$ cat src/rtl/rstStatusPkg.sv
package rstStatusPkg;

  localparam logic       ADDR_STATUS = 1'b0;
  localparam logic       ADDR_UNLOCK = 1'b1;
  localparam logic [7:0] KEY_FIRST   = 8'hAA;
  localparam logic [7:0] KEY_SECOND  = 8'h55;

  // Bit positions that software decodes
  localparam int POR_BIT = 6;
  localparam int WDR_BIT = 4;
  localparam int EWT_BIT = 2;
  localparam logic [7:0] SPECIAL_BITS = (8'h1 << POR_BIT) | (8'h1 << WDR_BIT) | (8'h1 << EWT_BIT);

  typedef enum logic [1:0] {
    TA_IDLE  = 2'd0,
    TA_FIRST = 2'd1,
    TA_OPEN  = 2'd2
  } taState_e;

  typedef struct packed {
    logic anyReset;   // registered internal reset
    logic porClear;   // any power-on cause
    logic coldClear;  // cold power-on cause
    logic wdtSet;     // watchdog timeout event
    logic wrStatus;   // accepted status write
    logic wrGuarded;  // status write inside unlock window
    logic rdStatus;   // accepted status read
  } ctlStrobes_t;

endpackage

$ cat src/rtl/rstStatusSync.sv
module rstStatusSync #(
  parameter int STAGES = 2
) (
  input  logic clk,
  input  logic asyncIn,
  output logic syncOut
);
  logic [STAGES-1:0] chain;

  generate
    if (STAGES == 1) begin : gSingle
      always_ff @(posedge clk) chain <= asyncIn;
    end else begin : gChain
      always_ff @(posedge clk) chain <= {chain[STAGES-2:0], asyncIn};
    end
  endgenerate

  assign syncOut = chain[STAGES-1];
endmodule

$ cat src/rtl/rstStatusCtrl.sv
module rstStatusCtrl
  import rstStatusPkg::*;
#(
  parameter int WINDOW      = 4,
  parameter int SYNC_STAGES = 2
) (
  input  logic        clk,
  input  logic        porReq,
  input  logic        coldPorReq,
  input  logic        extRstPin,
  input  logic        wdtTimeout,
  input  logic        busAddr,
  input  logic        busWr,
  input  logic        busRd,
  input  logic [7:0]  busWdata,
  output logic        intRst,
  output ctlStrobes_t strobes
);
  localparam int CNT_W = $clog2(WINDOW + 1);

  logic       extSync;
  logic       anyCause;
  taState_e   taState, taNext;
  logic [CNT_W-1:0] winCnt, winNext;
  logic       anyWr, keyWr, stWr, stRd;

  rstStatusSync #(.STAGES(SYNC_STAGES)) u_extSync (
    .clk     (clk),
    .asyncIn (extRstPin),
    .syncOut (extSync)
  );

  assign anyCause = porReq | coldPorReq | wdtTimeout | extSync;

  always_ff @(posedge clk) intRst <= anyCause;

  assign anyWr = busWr & ~intRst;
  assign keyWr = anyWr & (busAddr == ADDR_UNLOCK);
  assign stWr  = anyWr & (busAddr == ADDR_STATUS);
  assign stRd  = busRd & ~intRst & (busAddr == ADDR_STATUS);

  always_comb begin
    taNext  = taState;
    winNext = winCnt;
    unique case (taState)
      TA_IDLE: begin
        if (keyWr && busWdata == KEY_FIRST) taNext = TA_FIRST;
      end
      TA_FIRST: begin
        if (anyWr) begin
          if (keyWr && busWdata == KEY_SECOND) begin
            taNext  = TA_OPEN;
            winNext = CNT_W'(WINDOW);
          end else if (keyWr && busWdata == KEY_FIRST) begin
            taNext = TA_FIRST;
          end else begin
            taNext = TA_IDLE;
          end
        end
      end
      TA_OPEN: begin
        if (anyWr) begin
          taNext  = (keyWr && busWdata == KEY_FIRST) ? TA_FIRST : TA_IDLE;
          winNext = '0;
        end else if (winCnt <= CNT_W'(1)) begin
          taNext  = TA_IDLE;
          winNext = '0;
        end else begin
          winNext = winCnt - CNT_W'(1);
        end
      end
      default: begin
        taNext  = TA_IDLE;
        winNext = '0;
      end
    endcase
  end

  always_ff @(posedge clk) begin
    if (intRst) begin
      taState <= TA_IDLE;
      winCnt  <= '0;
    end else begin
      taState <= taNext;
      winCnt  <= winNext;
    end
  end

  always_comb begin
    strobes.anyReset  = intRst;
    strobes.porClear  = porReq | coldPorReq;
    strobes.coldClear = coldPorReq;
    strobes.wdtSet    = wdtTimeout;
    strobes.wrStatus  = stWr;
    strobes.wrGuarded = stWr & (taState == TA_OPEN);
    strobes.rdStatus  = stRd;
  end
endmodule

$ cat src/rtl/rstStatusData.sv
module rstStatusData
  import rstStatusPkg::*;
#(
  parameter logic [7:0] PLAIN_MASK = 8'hAB
) (
  input  logic        clk,
  input  ctlStrobes_t strobes,
  input  logic [7:0]  busWdata,
  output logic [7:0]  busRdata,
  output logic        porFlag,
  output logic        wdrFlag,
  output logic        ewtFlag
);
  localparam logic [7:0] EFF_MASK = PLAIN_MASK & ~SPECIAL_BITS;

  logic [7:0] plainBits;
  logic [7:0] statusByte;

  // Power-on flag: cleared by power-on, written only when unlocked
  always_ff @(posedge clk) begin
    if (strobes.porClear)       porFlag <= 1'b0;
    else if (strobes.wrGuarded) porFlag <= busWdata[POR_BIT];
  end

  // Watchdog-reset flag: set wins over clear-on-read
  always_ff @(posedge clk) begin
    if (strobes.wdtSet)        wdrFlag <= 1'b1;
    else if (strobes.rdStatus) wdrFlag <= 1'b0;
  end

  // Watchdog enable: cleared only by cold power-on
  always_ff @(posedge clk) begin
    if (strobes.coldClear)      ewtFlag <= 1'b0;
    else if (strobes.wrGuarded) ewtFlag <= busWdata[EWT_BIT];
  end

  always_ff @(posedge clk) begin
    if (strobes.anyReset)      plainBits <= '0;
    else if (strobes.wrStatus) plainBits <= busWdata & EFF_MASK;
  end

  always_comb begin
    statusByte          = plainBits & EFF_MASK;
    statusByte[POR_BIT] = porFlag;
    statusByte[WDR_BIT] = wdrFlag;
    statusByte[EWT_BIT] = ewtFlag;
  end

  assign busRdata = strobes.rdStatus ? statusByte : 8'h00;
endmodule

$ cat src/rtl/rstStatusCtl.sv
module rstStatusCtl
  import rstStatusPkg::*;
#(
  parameter int         WINDOW      = 4,
  parameter int         SYNC_STAGES = 2,
  parameter logic [7:0] PLAIN_MASK  = 8'hAB
) (
  input  logic       clk,
  input  logic       porReq,
  input  logic       coldPorReq,
  input  logic       extRstPin,
  input  logic       wdtTimeout,
  input  logic       busAddr,
  input  logic       busWr,
  input  logic       busRd,
  input  logic [7:0] busWdata,
  output logic [7:0] busRdata,
  output logic       intRst,
  output logic       strobeForceInput,
  output logic       porFlag,
  output logic       wdtResetFlag,
  output logic       wdtEnable
);
  ctlStrobes_t strobes;

  rstStatusCtrl #(.WINDOW(WINDOW), .SYNC_STAGES(SYNC_STAGES)) u_ctrl (
    .clk        (clk),
    .porReq     (porReq),
    .coldPorReq (coldPorReq),
    .extRstPin  (extRstPin),
    .wdtTimeout (wdtTimeout),
    .busAddr    (busAddr),
    .busWr      (busWr),
    .busRd      (busRd),
    .busWdata   (busWdata),
    .intRst     (intRst),
    .strobes    (strobes)
  );

  rstStatusData #(.PLAIN_MASK(PLAIN_MASK)) u_data (
    .clk      (clk),
    .strobes  (strobes),
    .busWdata (busWdata),
    .busRdata (busRdata),
    .porFlag  (porFlag),
    .wdrFlag  (wdtResetFlag),
    .ewtFlag  (wdtEnable)
  );

  assign strobeForceInput = intRst;
endmodule

$ cat config.mk
export PLATFORM = sky130hd
export DESIGN_NAME = rstStatusCtl
export DESIGN_NICKNAME = d
export VERILOG_FILES = /design/src/rtl/rstStatusPkg.sv /design/src/rtl/rstStatusSync.sv /design/src/rtl/rstStatusCtrl.sv /design/src/rtl/rstStatusData.sv /design/src/rtl/rstStatusCtl.sv
export SDC_FILE = /design/constraint.sdc
export NUM_CORES = 1
export LEC_CHECK = 0
export ABC_CLOCK_PERIOD_IN_PS = 1830
export BUFFER_PORTS_ARGS = -buffer_cell sky130_fd_sc_hd__buf_4
export CAP_MARGIN = 20
export CORE_MARGIN = 2
export CORE_UTILIZATION = 50
export CTS_BUF_LIST = sky130_fd_sc_hd__clkbuf_8
export DETAILED_ROUTE_END_ITERATION = 8
export PLACE_DENSITY = 0.84
export SLEW_MARGIN = 20
export SYNTH_ARGS = -nofsm -noshare
export SYNTH_HDL_FRONTEND = slang
export SYNTH_SLANG_ARGS = --single-unit
$ cat constraint.sdc
create_clock -name clk -period 1.83 [get_ports clk]
set_input_delay 0.366 -clock clk [delete_from_list [all_inputs] [get_ports clk]]
set_output_delay 0.366 -clock clk [all_outputs]
set_load 0.02 [all_outputs]
==> results by group <==
Floorplan
  – Initial core utilization: 51.78%
  – Core Box Area: ~1700 µm²
  – Die width: ~46 µm
  – Row count: 15
  – Die footprint: 2100 µm²
  – Die Span Y: 45.83 µm
  – I/O pin count: 29

STA
  – Slew headroom: 79.73%
  – Post-Route Setup TNS: 0 ps
  – Clock skew: approximately 3.9 ps
  – RSZ-0062 raised after global routing: false
  – Pins Over Slew Limit: 0
  – Fmax: about 600 MHz
  – Final Hold Violating Endpoints: 0
  – Slew at the pin closest to its max-slew limit: 299.9 ps
  – Min Tclk post-route: 1673 ps
  – Period utilization: 91.43%
  – Final setup viols: 0

Route
  – Residual DRC: 0
  – DR pass1 iterations: 4
  – WL per Instance: around 13 µm
  – Post-route ant nets: 0
  – Vias per cell: 5.736
  – WL final: 1.996 mm
  – Via count: 849
  – Initial DRC count: 16

Setup path
  – Worst-path cell chain: inv_1 -> ha_1 -> o21ba_2 -> o2111ai_1 -> or4_1 -> a31oi_1
  – Slowest CP cell: or4_1
  – Setup CP Type: reg -> reg
  – Startpoint Class: flip-flop
  – Critical path data arrival time: between 1500 and 2000 ps
  – Worst-path fanout max: 4
  – Crit. End Element: flip-flop
  – Slowest Stage Delay on Critical Path: about 490 ps
  – WP data required: 2010 ps

Global route
  – Pin count of the biggest net entering global routing: 16
  – First-pass GRT wire length: between 3 and 4 mm
  – Initial antenna violation count: 0
  – Gr usage total: between 20% and 30%
  – Vias in the first global route: 786
  – Congestion Overflow GR: 0

Cells and area
  – N_diodes: 0
  – Syn-to-layout area delta: 31.76%
  – Commonest cells after routing, fill and taps aside: 31 x buf_4, 15 x dfxtp_1, 10 x nand2b_1
  – Layout cells sized above 1: 30.53%
  – Post-Layout Inst Area: roughly 1200 µm²
  – Area of the multi-input gates: roughly 520 µm²
  – Most common cell after layout, fill and taps aside: buf_4
  – Final layout net count: 155
  – Fill cells: 135
  – Sequential cell area: 321.6 µm²

CTS
  – Later-pin clock latency in the skew report: 250 ps
  – Clock Path Buffers: 2
  – CTS tree: built
  – Reg clk slew, reported paths: 60 ps
  – CTS HTree Levels: 1
  – CTS Buf Count: 3
  – Root Driver: clkbuf_8
  – # clock sinks: 16
  – Hold_buf cts: 0

Placed design
  – Number of I/O port buffers: 28
  – Placed cell areas: about 1100 µm²
  – RePlAce Congestion: 0.8551
  – Dpl hpwl: 1.541 mm

Yosys
  – Synth Area per Inst: 8.659 µm²
  – Syn_nets: roughly 120
  – Ys Warns: 0
  – Cell variety after synth: 30
  – Synth Cell Area: a little under 900 µm²
  – Post-synthesis instance total: approximately 100
  – Sequential-to-total area share from yosys stat: 36.62%
  – Synth Register Bits: 16

Pwr
  – Max VDD drop: 469.8 µV
  – Cell Pwr Density: 579.9 nW/µm²
  – Leak Pwr: 0.4652 nW

Outcome
  – Status: complete, no violations

Min path
  – Hold Crit Class: in -> reg

Run
  – Max_cap viols: 0
[metrics by stage]
step / total power [W] / utilization (%) / std cells / hold WS [ps] / worst slack (ps)
6_report: 0.0006683 / 68.22 / 148 / 221.0 / 156.7
5_1_grt: 0.0006903 / 68.22 / 148 / 211.3 / 56.86
4_1_cts: 0.0006704 / 68.15 / 148 / 218.8 / 112.9
3_5_place_dp: 0.0004136 / 65.70 / 145 / 316.4 / 130.7
3_3_place_gp: 0.0004128 / 65.70 / 145 / 316.7 / 211.3
2_1_floorplan: 0.0003762 / - / 101 / 309.6 / 255.4
[path summary, 6_finish.rpt]
path	start	end	slack (ps)	cells past startpoint
hold reg to reg	u_ctrl.u_extSync.chain[0]	u_ctrl.u_extSync.chain[1]	330	0
setup / recovery	u_ctrl.winCnt[1]	u_ctrl.winCnt[2]	160	6
hold / removal	extRstPin	u_ctrl.u_extSync.chain[0]	220	1
setup reg to reg	u_ctrl.winCnt[1]	u_ctrl.winCnt[2]	160	6
[cell families after synthesis]
kind of cell | synth area share [%]
flip-flops | 36.62
XOR/XNOR | 1.002
adder cells (fa/ha/maj) | 8.583
AND/OR/NAND/NOR | 31.33
AO/OA/AOI/OAI | 15.88
buffers and inverters | 4.292
multiplexers | 2.289
[final cells by class]
class                   count  share of cell area, %
multi-input cells          76                  44.84
well taps                  17                  1.846
repair buffers             31                  20.20
clock buffers               3                  3.583
inverters                   5                  1.629
flip-flops and latches     16                  27.90
[critical path: cells and delay by family, from the launching register on]
family          cells  cell delay, ps
fa+ha+maj           1             190
buf+inv             1              60
simple gates        1             490
flops               1             350
compound gates      3             510
[power breakdown]
| part | switching [W] | leakage, nW | total [W] | internal [W] |
|---|---|---|---|---|
| combinational | 0.0000213 | 0.313 | 0.0000528 | 0.0000315 |
| sequential | 0.00000148 | 0.130 | 0.000354 | 0.000352 |
| clock | 0.000116 | 0.0216 | 0.000262 | 0.000146 |
| total | 0.000139 | 0.465 | 0.000668 | 0.000529 |
[registers in the layout, indices dropped and copies added (netlist names)]
name / cells
u_data.plainBits: 5
u_data.ewtFlag: 1
u_ctrl.u_extSync.chain: 2
u_ctrl.winCnt: 3
u_data.wdrFlag: 1
u_ctrl.intRst: 1
u_data.porFlag: 1
u_ctrl.taState: 2
[routing by layer]
layer / wire length (µm) / GRT usage [%] / share of wire (%)
met3: 99 / 4.762 / 5.0
met5: 0 / 0 / 0
met2: 1025 / 37.46 / 51
met1: 849 / 24.46 / 43
met4: 21 / 6.857 / 1.1
[cell usage after synthesis, drive strengths merged]
| library cell | number | share of area, % |
|---|---|---|
| dfxtp | 16 | 37 |
| nand2b | 10 | 7.2 |
| o21ai | 9 | 5.1 |
| nand2 | 8 | 3.4 |
| ha | 6 | 8.6 |
| nor2 | 6 | 2.6 |
| inv | 5 | 2.1 |
| or3 | 4 | 2.9 |
| or4 | 4 | 3.4 |
| a21oi | 3 | 1.7 |
| and2 | 3 | 2.1 |
| clkbuf | 3 | 1.3 |
| nand3 | 3 | 1.7 |
| a31oi | 2 | 2.1 |
| and4bb | 2 | 2.9 |
| mux2i | 2 | 2.3 |
| nor3 | 2 | 1.1 |
| o2111ai | 2 | 2.0 |
| a22oi | 1 | 0.86 |
| a31o | 1 | 1.0 |
| and3b | 1 | 1.0 |
| and4b | 1 | 1.1 |
| buf | 1 | 0.86 |
| nor3b | 1 | 0.86 |
| nor4b | 1 | 1.0 |
| o21a | 1 | 0.86 |
| o21ba | 1 | 1.1 |
| o32ai | 1 | 1.0 |
| xnor2 | 1 | 1.0 |
[what timing repair did]
action                     4_1_cts  5_1_grt
resized for setup                0        1
buffers inserted                 0        0
setup endpoints to repair        0        1
Note: power is estimated with default switching activity, not from simulation.
